===== src/rtl/mce_pkg.sv =====
package mce_pkg;
  localparam int BYTE_W  = 8;
  localparam int PKT_MAX = 4;
  localparam int LEN_W   = $clog2(PKT_MAX + 1);

  // host command codes
  localparam logic [7:0] C_RESET    = 8'hFF;
  localparam logic [7:0] C_RESEND   = 8'hFE;
  localparam logic [7:0] C_DEFAULT  = 8'hF6;
  localparam logic [7:0] C_DISABLE  = 8'hF5;
  localparam logic [7:0] C_ENABLE   = 8'hF4;
  localparam logic [7:0] C_RATE     = 8'hF3;
  localparam logic [7:0] C_DEVID    = 8'hF2;
  localparam logic [7:0] C_REMOTE   = 8'hF0;
  localparam logic [7:0] C_WRAP     = 8'hEE;
  localparam logic [7:0] C_UNWRAP   = 8'hEC;
  localparam logic [7:0] C_READ     = 8'hEB;
  localparam logic [7:0] C_STREAM   = 8'hEA;
  localparam logic [7:0] C_STATUS   = 8'hE9;
  localparam logic [7:0] C_RES      = 8'hE8;
  localparam logic [7:0] C_AUTO_ON  = 8'hE7;
  localparam logic [7:0] C_AUTO_OFF = 8'hE6;

  // reply codes
  localparam logic [7:0] R_ACK   = 8'hFA;
  localparam logic [7:0] R_AGAIN = 8'hFE;
  localparam logic [7:0] R_FAULT = 8'hFC;
  localparam logic [7:0] R_PASS  = 8'hAA;
  localparam logic [7:0] R_ID    = 8'h00;

  typedef enum logic [1:0] {ARG_NONE, ARG_RATE, ARG_RES} arg_e;

  typedef struct packed {
    logic [7:0] rate;
    logic [1:0] res;
    logic       remote;
    logic       enable;
    logic       autospeed;
    logic       wrap;
  } cfg_t;

  localparam cfg_t DEF_CFG = '{rate: 8'h64, res: 2'd2, remote: 1'b0,
                               enable: 1'b0, autospeed: 1'b0, wrap: 1'b0};
endpackage


===== src/rtl/mce_byte_check.sv =====
module mce_byte_check
  import mce_pkg::*;
(
  input  logic [7:0] byte_in,
  output logic       is_cmd,
  output logic       rate_ok,
  output logic       res_ok
);
  always_comb begin
    unique case (byte_in)
      C_RESET, C_RESEND, C_DEFAULT, C_DISABLE, C_ENABLE, C_RATE, C_DEVID,
      C_REMOTE, C_WRAP, C_UNWRAP, C_READ, C_STREAM, C_STATUS, C_RES,
      C_AUTO_ON, C_AUTO_OFF: is_cmd = 1'b1;
      default:               is_cmd = 1'b0;
    endcase
  end

  always_comb begin
    unique case (byte_in)
      8'h0A, 8'h14, 8'h28, 8'h3C, 8'h50, 8'h64, 8'hC8: rate_ok = 1'b1;
      default:                                         rate_ok = 1'b0;
    endcase
  end

  assign res_ok = (byte_in[7:2] == 6'd0);
endmodule


===== src/rtl/mce_resp_queue.sv =====
module mce_resp_queue #(
  parameter  int DEPTH = 4,
  parameter  int WIDTH = 8,
  localparam int LW    = $clog2(DEPTH + 1),
  localparam int IW    = (DEPTH > 1) ? $clog2(DEPTH) : 1
) (
  input  logic                   clk,
  input  logic                   rst_n,
  input  logic                   load,
  input  logic [LW-1:0]          load_len,
  input  logic [DEPTH*WIDTH-1:0] load_data,
  output logic                   tx_valid,
  output logic [WIDTH-1:0]       tx_data,
  input  logic                   tx_ready
);
  logic [DEPTH-1:0][WIDTH-1:0] mem;
  logic [LW-1:0]               cnt;
  logic [LW-1:0]               rd;

  assign tx_valid = (rd < cnt);
  assign tx_data  = mem[rd[IW-1:0]];

  // a load replaces whatever is still waiting
  always_ff @(posedge clk) begin
    if (!rst_n) begin
      mem <= '0;
      cnt <= '0;
      rd  <= '0;
    end else if (load) begin
      mem <= load_data;
      cnt <= load_len;
      rd  <= '0;
    end else if (tx_valid && tx_ready) begin
      rd <= rd + 1'b1;
    end
  end

  assert_hold_under_stall_R10: assert property (@(posedge clk) disable iff (!rst_n)
    (tx_valid && !tx_ready && !load) |=> (tx_valid && $stable(tx_data)));
endmodule


===== src/rtl/mouse_cmd_engine.sv =====
module mouse_cmd_engine
  import mce_pkg::*;
(
  input  logic        clk,
  input  logic        rst_n,
  input  logic        rx_valid,
  input  logic [7:0]  rx_data,
  input  logic        rx_err,
  output logic        tx_valid,
  output logic [7:0]  tx_data,
  input  logic        tx_ready,
  input  logic [2:0]  btn,
  input  logic [23:0] rpt_data,
  output logic        stream_on,
  output logic        ctr_clr,
  output logic [7:0]  cfg_rate,
  output logic [1:0]  cfg_res,
  output logic        cfg_remote,
  output logic        cfg_enable,
  output logic        cfg_autospeed,
  output logic        cfg_wrap
);
  cfg_t                           cfg, cfg_n;
  arg_e                           arg, arg_n;
  logic                           err_pend, err_pend_n;
  logic                           boot;
  logic                           clr_q, clr_n;
  logic [PKT_MAX-1:0][BYTE_W-1:0] last_pkt, pkt;
  logic [LEN_W-1:0]               last_len, pkt_len;
  logic                           ld, keep;
  logic                           is_cmd, rate_ok, res_ok, bad;
  logic [7:0]                     status_b;

  mce_byte_check u_check (
    .byte_in (rx_data),
    .is_cmd  (is_cmd),
    .rate_ok (rate_ok),
    .res_ok  (res_ok)
  );

  always_comb begin
    unique case (arg)
      ARG_RATE: bad = !rate_ok;
      ARG_RES:  bad = !res_ok;
      default:  bad = !is_cmd;
    endcase
  end

  assign status_b = {1'b0, cfg.remote, cfg.enable, cfg.autospeed, 1'b0,
                     btn[0], btn[2], btn[1]};

  always_comb begin
    cfg_n      = cfg;
    arg_n      = arg;
    err_pend_n = err_pend;
    clr_n      = 1'b0;
    ld         = 1'b0;
    keep       = 1'b0;
    pkt        = '0;
    pkt_len    = '0;
    if (rx_valid) begin
      ld = 1'b1;
      if (!rx_err && rx_data == C_RESET) begin
        pkt[0] = R_ACK; pkt[1] = R_PASS; pkt[2] = R_ID; pkt_len = 3;
        cfg_n = DEF_CFG; arg_n = ARG_NONE; err_pend_n = 1'b0;
        keep = 1'b1; clr_n = 1'b1;
      end else if (cfg.wrap && !rx_err && rx_data != C_UNWRAP) begin
        pkt[0] = rx_data; pkt_len = 1;
        keep = 1'b1; err_pend_n = 1'b0;
      end else if (rx_err || bad) begin
        pkt_len = 1;
        if (err_pend) begin
          pkt[0] = R_FAULT; keep = 1'b1; err_pend_n = 1'b0;
        end else begin
          pkt[0] = R_AGAIN; err_pend_n = 1'b1;
        end
      end else if (arg != ARG_NONE) begin
        if (arg == ARG_RATE) cfg_n.rate = rx_data;
        else                 cfg_n.res  = rx_data[1:0];
        arg_n = ARG_NONE; err_pend_n = 1'b0;
        pkt[0] = R_ACK; pkt_len = 1; keep = 1'b1;
      end else if (rx_data == C_RESEND) begin
        pkt = last_pkt; pkt_len = last_len; err_pend_n = 1'b0;
      end else begin
        err_pend_n = 1'b0;
        pkt[0] = R_ACK; pkt_len = 1; keep = 1'b1; clr_n = 1'b1;
        unique case (rx_data)
          C_DEFAULT:  cfg_n = DEF_CFG;
          C_DISABLE:  cfg_n.enable = 1'b0;
          C_ENABLE:   cfg_n.enable = 1'b1;
          C_RATE:     arg_n = ARG_RATE;
          C_DEVID:    begin pkt[1] = R_ID; pkt_len = 2; end
          C_REMOTE:   cfg_n.remote = 1'b1;
          C_WRAP:     cfg_n.wrap = 1'b1;
          C_UNWRAP:   cfg_n.wrap = 1'b0;
          C_READ:     begin
                        pkt[1] = rpt_data[7:0]; pkt[2] = rpt_data[15:8];
                        pkt[3] = rpt_data[23:16]; pkt_len = 4;
                      end
          C_STREAM:   cfg_n.remote = 1'b0;
          C_STATUS:   begin
                        pkt[1] = status_b; pkt[2] = {6'd0, cfg.res};
                        pkt[3] = cfg.rate; pkt_len = 4;
                      end
          C_RES:      arg_n = ARG_RES;
          C_AUTO_ON:  cfg_n.autospeed = 1'b1;
          C_AUTO_OFF: cfg_n.autospeed = 1'b0;
          default:    ;
        endcase
      end
    end else if (boot) begin
      ld = 1'b1; keep = 1'b1;
      pkt[0] = R_PASS; pkt[1] = R_ID; pkt_len = 2;
    end
  end

  always_ff @(posedge clk) begin
    if (!rst_n) begin
      cfg      <= DEF_CFG;
      arg      <= ARG_NONE;
      err_pend <= 1'b0;
      boot     <= 1'b1;
      clr_q    <= 1'b0;
      last_pkt <= {8'h00, 8'h00, R_ID, R_PASS};
      last_len <= 2;
    end else begin
      cfg      <= cfg_n;
      arg      <= arg_n;
      err_pend <= err_pend_n;
      boot     <= 1'b0;
      clr_q    <= clr_n;
      if (ld && keep) begin
        last_pkt <= pkt;
        last_len <= pkt_len;
      end
    end
  end

  mce_resp_queue #(.DEPTH(PKT_MAX), .WIDTH(BYTE_W)) u_queue (
    .clk       (clk),
    .rst_n     (rst_n),
    .load      (ld),
    .load_len  (pkt_len),
    .load_data (pkt),
    .tx_valid  (tx_valid),
    .tx_data   (tx_data),
    .tx_ready  (tx_ready)
  );

  assign stream_on     = !cfg.remote && cfg.enable && !cfg.wrap;
  assign ctr_clr       = clr_q;
  assign cfg_rate      = cfg.rate;
  assign cfg_res       = cfg.res;
  assign cfg_remote    = cfg.remote;
  assign cfg_enable    = cfg.enable;
  assign cfg_autospeed = cfg.autospeed;
  assign cfg_wrap      = cfg.wrap;

  assert_echo_in_wrap_R7: assert property (@(posedge clk) disable iff (!rst_n)
    (cfg_wrap && rx_valid && !rx_err && rx_data != C_UNWRAP && rx_data != C_RESET)
    |=> (tx_valid && tx_data == $past(rx_data)));

  assert_fault_reply_R5: assert property (@(posedge clk) disable iff (!rst_n)
    (rx_valid && rx_err) |=> (tx_valid && (tx_data == R_AGAIN || tx_data == R_FAULT)));

  assert_fault_keeps_cfg_R5: assert property (@(posedge clk) disable iff (!rst_n)
    (rx_valid && rx_err) |=> (cfg_rate == $past(cfg_rate) && cfg_res == $past(cfg_res) &&
                              cfg_enable == $past(cfg_enable) && cfg_wrap == $past(cfg_wrap)));

  assert_clear_after_byte_R9: assert property (@(posedge clk) disable iff (!rst_n)
    ctr_clr |-> ($past(rx_valid) && !$past(rx_err)));

  assert_rate_legal_R4: assert property (@(posedge clk) disable iff (!rst_n)
    (cfg_rate == 8'h0A || cfg_rate == 8'h14 || cfg_rate == 8'h28 || cfg_rate == 8'h3C ||
     cfg_rate == 8'h50 || cfg_rate == 8'h64 || cfg_rate == 8'hC8));
endmodule


===== config.mk =====
export PLATFORM = sky130hd
export DESIGN_NAME = mouse_cmd_engine
export DESIGN_NICKNAME = d
export VERILOG_FILES = /design/src/rtl/mce_pkg.sv /design/src/rtl/mce_byte_check.sv /design/src/rtl/mce_resp_queue.sv /design/src/rtl/mouse_cmd_engine.sv
export SDC_FILE = /design/constraint.sdc
export NUM_CORES = 1
export LEC_CHECK = 0
export ABC_CLOCK_PERIOD_IN_PS = 3300
export CAP_MARGIN = 5
export CELL_PAD_IN_SITES_DETAIL_PLACEMENT = 1
export CELL_PAD_IN_SITES_GLOBAL_PLACEMENT = 1
export CORE_MARGIN = 5
export CORE_UTILIZATION = 41
export CTS_CLUSTER_SIZE = 40
export DETAILED_ROUTE_END_ITERATION = 10
export GPL_ROUTABILITY_DRIVEN = 1
export PLACE_DENSITY_LB_ADDON = 0.1
export SYNTH_ARGS = -nofsm -noshare
export SYNTH_HDL_FRONTEND = slang
export SYNTH_SLANG_ARGS = --single-unit

===== constraint.sdc =====
create_clock -name clk -period 3.3 [get_ports clk]
set_input_delay 0.33 -clock clk [delete_from_list [all_inputs] [get_ports clk]]
set_output_delay 0.33 -clock clk [all_outputs]
set_load 0.03 [all_outputs]

* Word level (Yosys, flattened, before mapping)
Cells that the tools add are included.
** Operators by class
- Reduce and logical (&&, ||, !) cells :: 38
- Bitwise gates (word level) :: 1
- Muxes and demuxes :: 65
- Magnitude comparators :: 2
- Add/sub/neg operators :: 1
- Equal/unequal tests :: 33
** Operators with widths (count)
- 8-bit equality test, second input constant :: 17
- 24-bit 2-to-1 mux :: 4
- 14-bit 2-to-1 mux :: 4
- 8-bit 2-to-1 mux :: 7
- 6-bit AND reduction :: 6
- 16-bit 2-to-1 mux :: 2
- 32-bit 2-to-1 mux :: 1
- 16-bit one-hot mux with 2 select lines :: 1
- 1-bit 2-to-1 mux :: 20
- 10-bit 2-to-1 mux :: 2
- 3-bit 2-to-1 mux :: 6
- 8-bit binary-select mux with 2-bit select :: 1
- 8-bit by 6-bit equality test with 1-bit output, second input constant :: 2
- 8-bit by 7-bit equality test with 1-bit output, second input constant :: 2
- 2-bit 2-to-1 mux :: 8
- 8-bit one-hot mux with 2 select lines :: 1
- 16-bit OR reduction :: 1
- 3-bit nonzero test :: 5
- 2-bit OR reduction :: 6
- 1-bit one-hot mux with 2 select lines :: 5
- 8-bit by 4-bit equality test with 1-bit output, second input constant :: 1
- 8-bit by 5-bit equality test with 1-bit output, second input constant :: 1
- 2-bit inequality test, second input constant :: 4
- 8-bit inequality test, second input constant :: 1
- 20 further kinds :: 32
** Storage, ports and cells
- Bits of input ports :: 40
- Flip-flop bits (word level) :: 92
- Logic and storage cells :: 161

* Depth between registers and ports, before layout
Gate-level depths: netlist (run 1).
- Word-level depth :: 11
- Depth in mapped cells :: 10
- Mapped depth without buffers :: 9

* Modules after synthesis
Synthesis (run 1) repeated with hierarchy kept, for this count alone.
** Second synthesis, totals
- Cells, all modules :: 591
- Area, all modules :: 5273.8 µm²
** Modules (own cells, without submodules)
- mouse_cmd_engine :: instances 1, cells each 412, area each 3288.2 µm²
- mce_resp_queue :: instances 1, cells each 148, area each 1764.2 µm²
- mce_byte_check :: instances 1, cells each 31, area each 221.5 µm²

* Worst setup path after synthesis (run 1)
OpenSTA, ideal clock, no wires.
- Path type :: in2reg
- Start :: input port rx_data[0]
- End :: register cfg, in the netlist cfg_res[0]
- Stages on the path :: 9
- Setup time :: 59 ps
- Buffers on the path :: 2
- Arrival time :: 2451 ps
- Slack :: 790 ps
- Cells stage by stage :: clkbuf_1 or2_1 a2111oi_0 a311oi_1 a211o_4 or3_1 buf_2 nor4b_2 a31o_1
** Between the ends
- Cells in the longest elaborated chain, start to end :: 8
- Elaborated cells between the ends (all ways) :: 45
** Ends and longest elaborated chain
- from (decl) :: line mouse_cmd_engine.sv:7 : input logic [7:0] rx_data,
- 8-bit equality test, or another cell as far along :: line mce_byte_check.sv:10, mouse_cmd_engine.sv:63
- 16-bit OR reduction or 7-bit OR reduction (tied branches) :: line mce_byte_check.sv:10, mce_byte_check.sv:19
- 1-bit 2-to-1 mux (on tied branches) :: line mce_byte_check.sv:10, mce_byte_check.sv:19
- 1-bit zero test (on tied branches) :: line mouse_cmd_engine.sv:45, mouse_cmd_engine.sv:43
- 1-bit one-hot mux with 2 select lines :: line mouse_cmd_engine.sv:42 : unique case (arg)
- 1-bit logical OR :: line mouse_cmd_engine.sv:70 : end else if (rx_err || bad) begin
- 2-bit inequality test (no line)
- 6-bit AND reduction (no line)
- to (signal assigned) :: line mouse_cmd_engine.sv:127 : cfg <= cfg_n;
- to (decl) :: line mouse_cmd_engine.sv:23 : cfg_t cfg, cfg_n;
Parallel ways exist; a longest one is shown, timed or not. The select of a mux whose other input is x is not followed.
A chain may end at the register's enable or synchronous reset.

* Worst setup path in the final report (run 1)
- Start :: input port rx_data[6]
- End :: register last_pkt[4] (netlist name)
** Between the ends
- Cells in the longest elaborated chain, start to end :: 11
- Elaborated cells between the ends (all ways) :: 49
** Ends and longest elaborated chain
- 8-bit equality test, or another cell as far along :: line mce_byte_check.sv:10, mouse_cmd_engine.sv:63
- 16-bit OR reduction or 7-bit OR reduction (tied branches) :: line mce_byte_check.sv:10, mce_byte_check.sv:19
- 1-bit 2-to-1 mux (on tied branches) :: line mce_byte_check.sv:10, mce_byte_check.sv:19
- 1-bit zero test (on tied branches) :: line mouse_cmd_engine.sv:45, mouse_cmd_engine.sv:43
- 1-bit one-hot mux with 2 select lines :: line mouse_cmd_engine.sv:42
- 1-bit logical OR :: line mouse_cmd_engine.sv:70
- 1-bit 2-to-1 mux :: line mouse_cmd_engine.sv:70
- 1-bit 2-to-1 mux :: line mouse_cmd_engine.sv:67 : end else if (cfg.wrap && !rx_err && rx_data != C_UNWRAP) begin
- 1-bit 2-to-1 mux :: line mouse_cmd_engine.sv:63 : if (!rx_err && rx_data == C_RESET) begin
- 1-bit 2-to-1 mux :: line mouse_cmd_engine.sv:61 : if (rx_valid) begin
- 1-bit logical AND :: line mouse_cmd_engine.sv:132 : if (ld && keep) begin
- to (signal assigned) :: line mouse_cmd_engine.sv:124 : last_pkt <= {8'h00, 8'h00, R_ID, R_PASS};
- to (signal assigned) :: line mouse_cmd_engine.sv:133 : last_pkt <= pkt;
- to (decl) :: line mouse_cmd_engine.sv:28 : logic [PKT_MAX-1:0][BYTE_W-1:0] last_pkt, pkt;
Parallel ways exist; a longest one is shown, timed or not.

==> results.sh, run 1 <==
export IMPL_final_hold_viol_count=0
export IMPL_synth_compound_gate_area_share_pct=28.9
export IMPL_rows=39
export IMPL_ys_seq_area_share_pct=39.4
export IMPL_grt_overflow_total=0
export IMPL_p_per_area_mw_per_mm2=409
export IMPL_setup_viol=0
export IMPL_max_stage_delay_ns=0.49
export IMPL_path_delay_family="compound AO/OA/AOI/OAI gates"
export IMPL_track_usage_pct=25.3
export IMPL_synth_edf_count=0
export IMPL_cts_hold_buffers=0
export IMPL_synth_adder_area_share_pct=1.61
export IMPL_slowest_stage="a2111oi_0"
export IMPL_tritoncts="built"
export IMPL_vdd_drop_max_mv=0.365
export IMPL_period_needed_ns=3.02
export IMPL_dr_pass1_iters=6
export IMPL_core_mm2=0.0113
export IMPL_synth_cell_types=70
export IMPL_htree_levels=3
export IMPL_postCtsSetupBuffers=0
export IMPL_synth_top_family_by_area="compound AO/OA/AOI/OAI gates"
export IMPL_cts_buffer_depth=2
export IMPL_leakagePower_nw=2.02
export IMPL_wl_per_cell_um=21.5
export IMPL_nNetsFinal=668
export IMPL_dp_slack_ns=-0.0305
export IMPL_dieArea_mm2=0.0136
export IMPL_gp_congestion=0.893
export IMPL_report_final_slew_viol_count=0
export IMPL_cts_resized=0
export IMPL_drtIter0Drc=308
export IMPL_antenna_found_initial=0
export IMPL_synthXorXnorAreaFrac_pct=0.562
export IMPL_grt_pass1_vias=4863
export IMPL_avgSynthCellArea_um2=8.53
export IMPL_fin_area_mm2=0.00595
export IMPL_clock_root_buffer="clkbuf_16"
export IMPL_ant_nets=0
export IMPL_drive_gt1_share_pct=13.7
export IMPL_finClkSkew_ns=0.00556
export IMPL_muxShareOfSynthArea_pct=4.71
export IMPL_grt_pass1_wl_um=26300
export IMPL_layout_common_cells="dfxtp_1, nand2_1, clkdlybuf4s50_1"
export IMPL_yosys_area_top_type_share_pct=39.4
export IMPL_dp_cells=754
export IMPL_end_kind="flip-flop"
export IMPL_tightest_slew_ns=0.923
export IMPL_totalWireLength_um=16500
export IMPL_path_cells="clkdlybuf4s50_1 > or3b_1 > a2111oi_0 > a311oi_1 > a211o_4 > a211oi_4 > buf_12 > nand2_1 > a221oi_1"
export IMPL_route_vias_total=4593
export IMPL_drc_errors=0
export IMPL_synthTopCellsByArea="dfxtp_1, nand2_1, mux4_2"
export IMPL_dieHeight_um=117
export IMPL_timing_final_ws_setup_ns=0.285
export IMPL_async_flop_share_pct=0
export IMPL_synth_top_cell_by_area="dfxtp_1"
export IMPL_chipWidth_um=117
export IMPL_status="finished clean"
export IMPL_path_class="in2reg"
export IMPL_fmax_ghz=0.332
export IMPL_postSynthCellCount=548
export IMPL_io_pins=65
export IMPL_yosys_warnings=0
export IMPL_cts_num_sinks=92
export IMPL_critPathBufInv=2
export IMPL_arrival_ns=3.27
export IMPL_drv_cap=0
export IMPL_path_clk_slew_ns=0.07
export IMPL_synthSimpleGateAreaFrac_pct=19.7
export IMPL_start_kind="input pin"
export IMPL_cts_made_buffers=9
export IMPL_synth_seq_cells=92
export IMPL_relSlewSlack_pct=38.2
export IMPL_dp_hpwl_um=12100
export IMPL_critical_path_required_ns=3.55
export IMPL_syn_area_mm2=0.00467
export IMPL_final_cell_count_no_fill=770
export IMPL_hp_class="reg2reg"
export IMPL_ys_flop_type="dfxtp_1"
export IMPL_finalCritPeriodShare_pct=91.4
export IMPL_layout_commonest_cell="dfxtp_1"
export IMPL_syn_nets=594
export IMPL_area_growth_pct=27.3
export IMPL_clk_latency_ns=0.35
export IMPL_grt_max_degree=54
export IMPL_dpl_cell_area_mm2=0.00566
export IMPL_io_buffers=64
export IMPL_vias_per_cell=5.96
export IMPL_initial_core_util_pct=41.4
export IMPL_diodes=0
export IMPL_rsz0062_at_grt="no"
export IMPL_worstPathMaxFanout=32
-- report_power, final --
| group | switching (W) | internal (W) |
|---|---|---|
| combinational | 0.000160 | 0.000122 |
| sequential | 0.0000112 | 0.00113 |
| clock | 0.000474 | 0.000543 |
-- layout make-up --
cell class | count | area, µm²
Clock buffer | 11 | 243
Clock inverter | 5 | 42.5
Fill cell | 1336 | 5320
Inverter | 13 | 48.8
Multi-Input combinational cell | 398 | 2600
Sequential cell | 92 | 1840
Tap cell | 143 | 179
Timing Repair Buffer | 108 | 991
-- routing by layer --
metal  part of all wire [%]  GRT usage [%]  vias up  wire length [µm]
met5                      0              0        -                 0
met4                    1.9           6.80        0               307
met3                    4.9           5.91       24               804
met2                     46           40.0      123              7550
met1                     48           34.8     2250              7890
li1                       -              -     2196                 -
-- tightest hold or removal path, stage by stage, from the launching register on --
cell and delay (ns):
dfxtp_1 0.31, nand2_1 0.05, o21ai_1 0.05
-- metrics by stage --
stage | hold slack (ns) | TNS [ns] | util [%] | total power [W]
final | 0.454 | 0 | 52.8 | 0.00244
after global routing | 0.478 | 0 | 52.8 | 0.00254
after CTS | 0.457 | 0 | 52.8 | 0.00245
after detailed placement | 0.448 | -0.0485 | 50.2 | 0.00144
after global placement | 0.426 | 0 | 50.2 | 0.00144
after floorplan | 0.411 | 0 | - | 0.00131
-- worst paths after layout --
path,start,to,slack (ns),cells past startpoint
setup / recovery,rx_data[6],last_pkt[4]$_SDFFE_PN0P_,0.28,9
hold / removal,last_pkt[22]$_SDFFE_PN0P_,last_pkt[22]$_SDFFE_PN0P_,0.45,2
setup reg to reg,arg[1]$_SDFFE_PN0P_,last_pkt[15]$_SDFFE_PN0P_,0.42,10
hold reg to reg,last_pkt[22]$_SDFFE_PN0P_,last_pkt[22]$_SDFFE_PN0P_,0.45,2
-- registers in the layout, indices dropped and copies added, names as in the netlist --
name / flops
cfg_remote: 1
cfg_wrap: 1
cfg_res: 2
arg: 2
cfg_rate: 8
u_queue.rd: 3
cfg_autospeed: 1
ctr_clr: 1
last_pkt: 32
u_queue.mem: 32
last_len: 3
err_pend: 1
boot: 1
u_queue.cnt: 3
cfg_enable: 1
-- kinds of logic (layout without fill, tap and decap cells) --
logic type | count (synthesis) | after routing
muxes | 12 | 12
DFF | 92 | 92
buffers and inverters | 58 | 137
AOI/OAI and AO/OA | 189 | 189
adders and majority gates | 6 | 6
xor gates and xnor gates | 3 | 3
and+or+nand+nor | 188 | 188
-- cell usage after synthesis (3+ instances only) --
master / n
ha_1: 6
nor3_1: 17
nor4_1: 3
a22o_1: 12
o221a_2: 4
a32oi_1: 5
nand2b_1: 7
o21ai_1: 11
nand4_1: 10
o22a_1: 4
nor2_1: 31
nand2_1: 71
buf_2: 16
inv_1: 12
a21boi_0: 13
o21ai_0: 29
o21a_1: 3
or3_1: 4
o31ai_1: 7
nor2b_1: 3
a21oi_1: 30
clkbuf_1: 27
mux2i_1: 4
o22ai_1: 16
dfxtp_1: 92
a31oi_1: 5
a311oi_1: 3
a22oi_1: 19
nand3b_1: 8
nand3_1: 18
mux4_2: 8
No activity file was read; power rests on OpenSTA's default activity.
==> inputs of run 2 (changes only) <==
Settings changed: CTS_CLUSTER_SIZE 40 to 16.
==> results of run 2 <==
The final DEF is identical to that of run 1; final timing and power are the same.
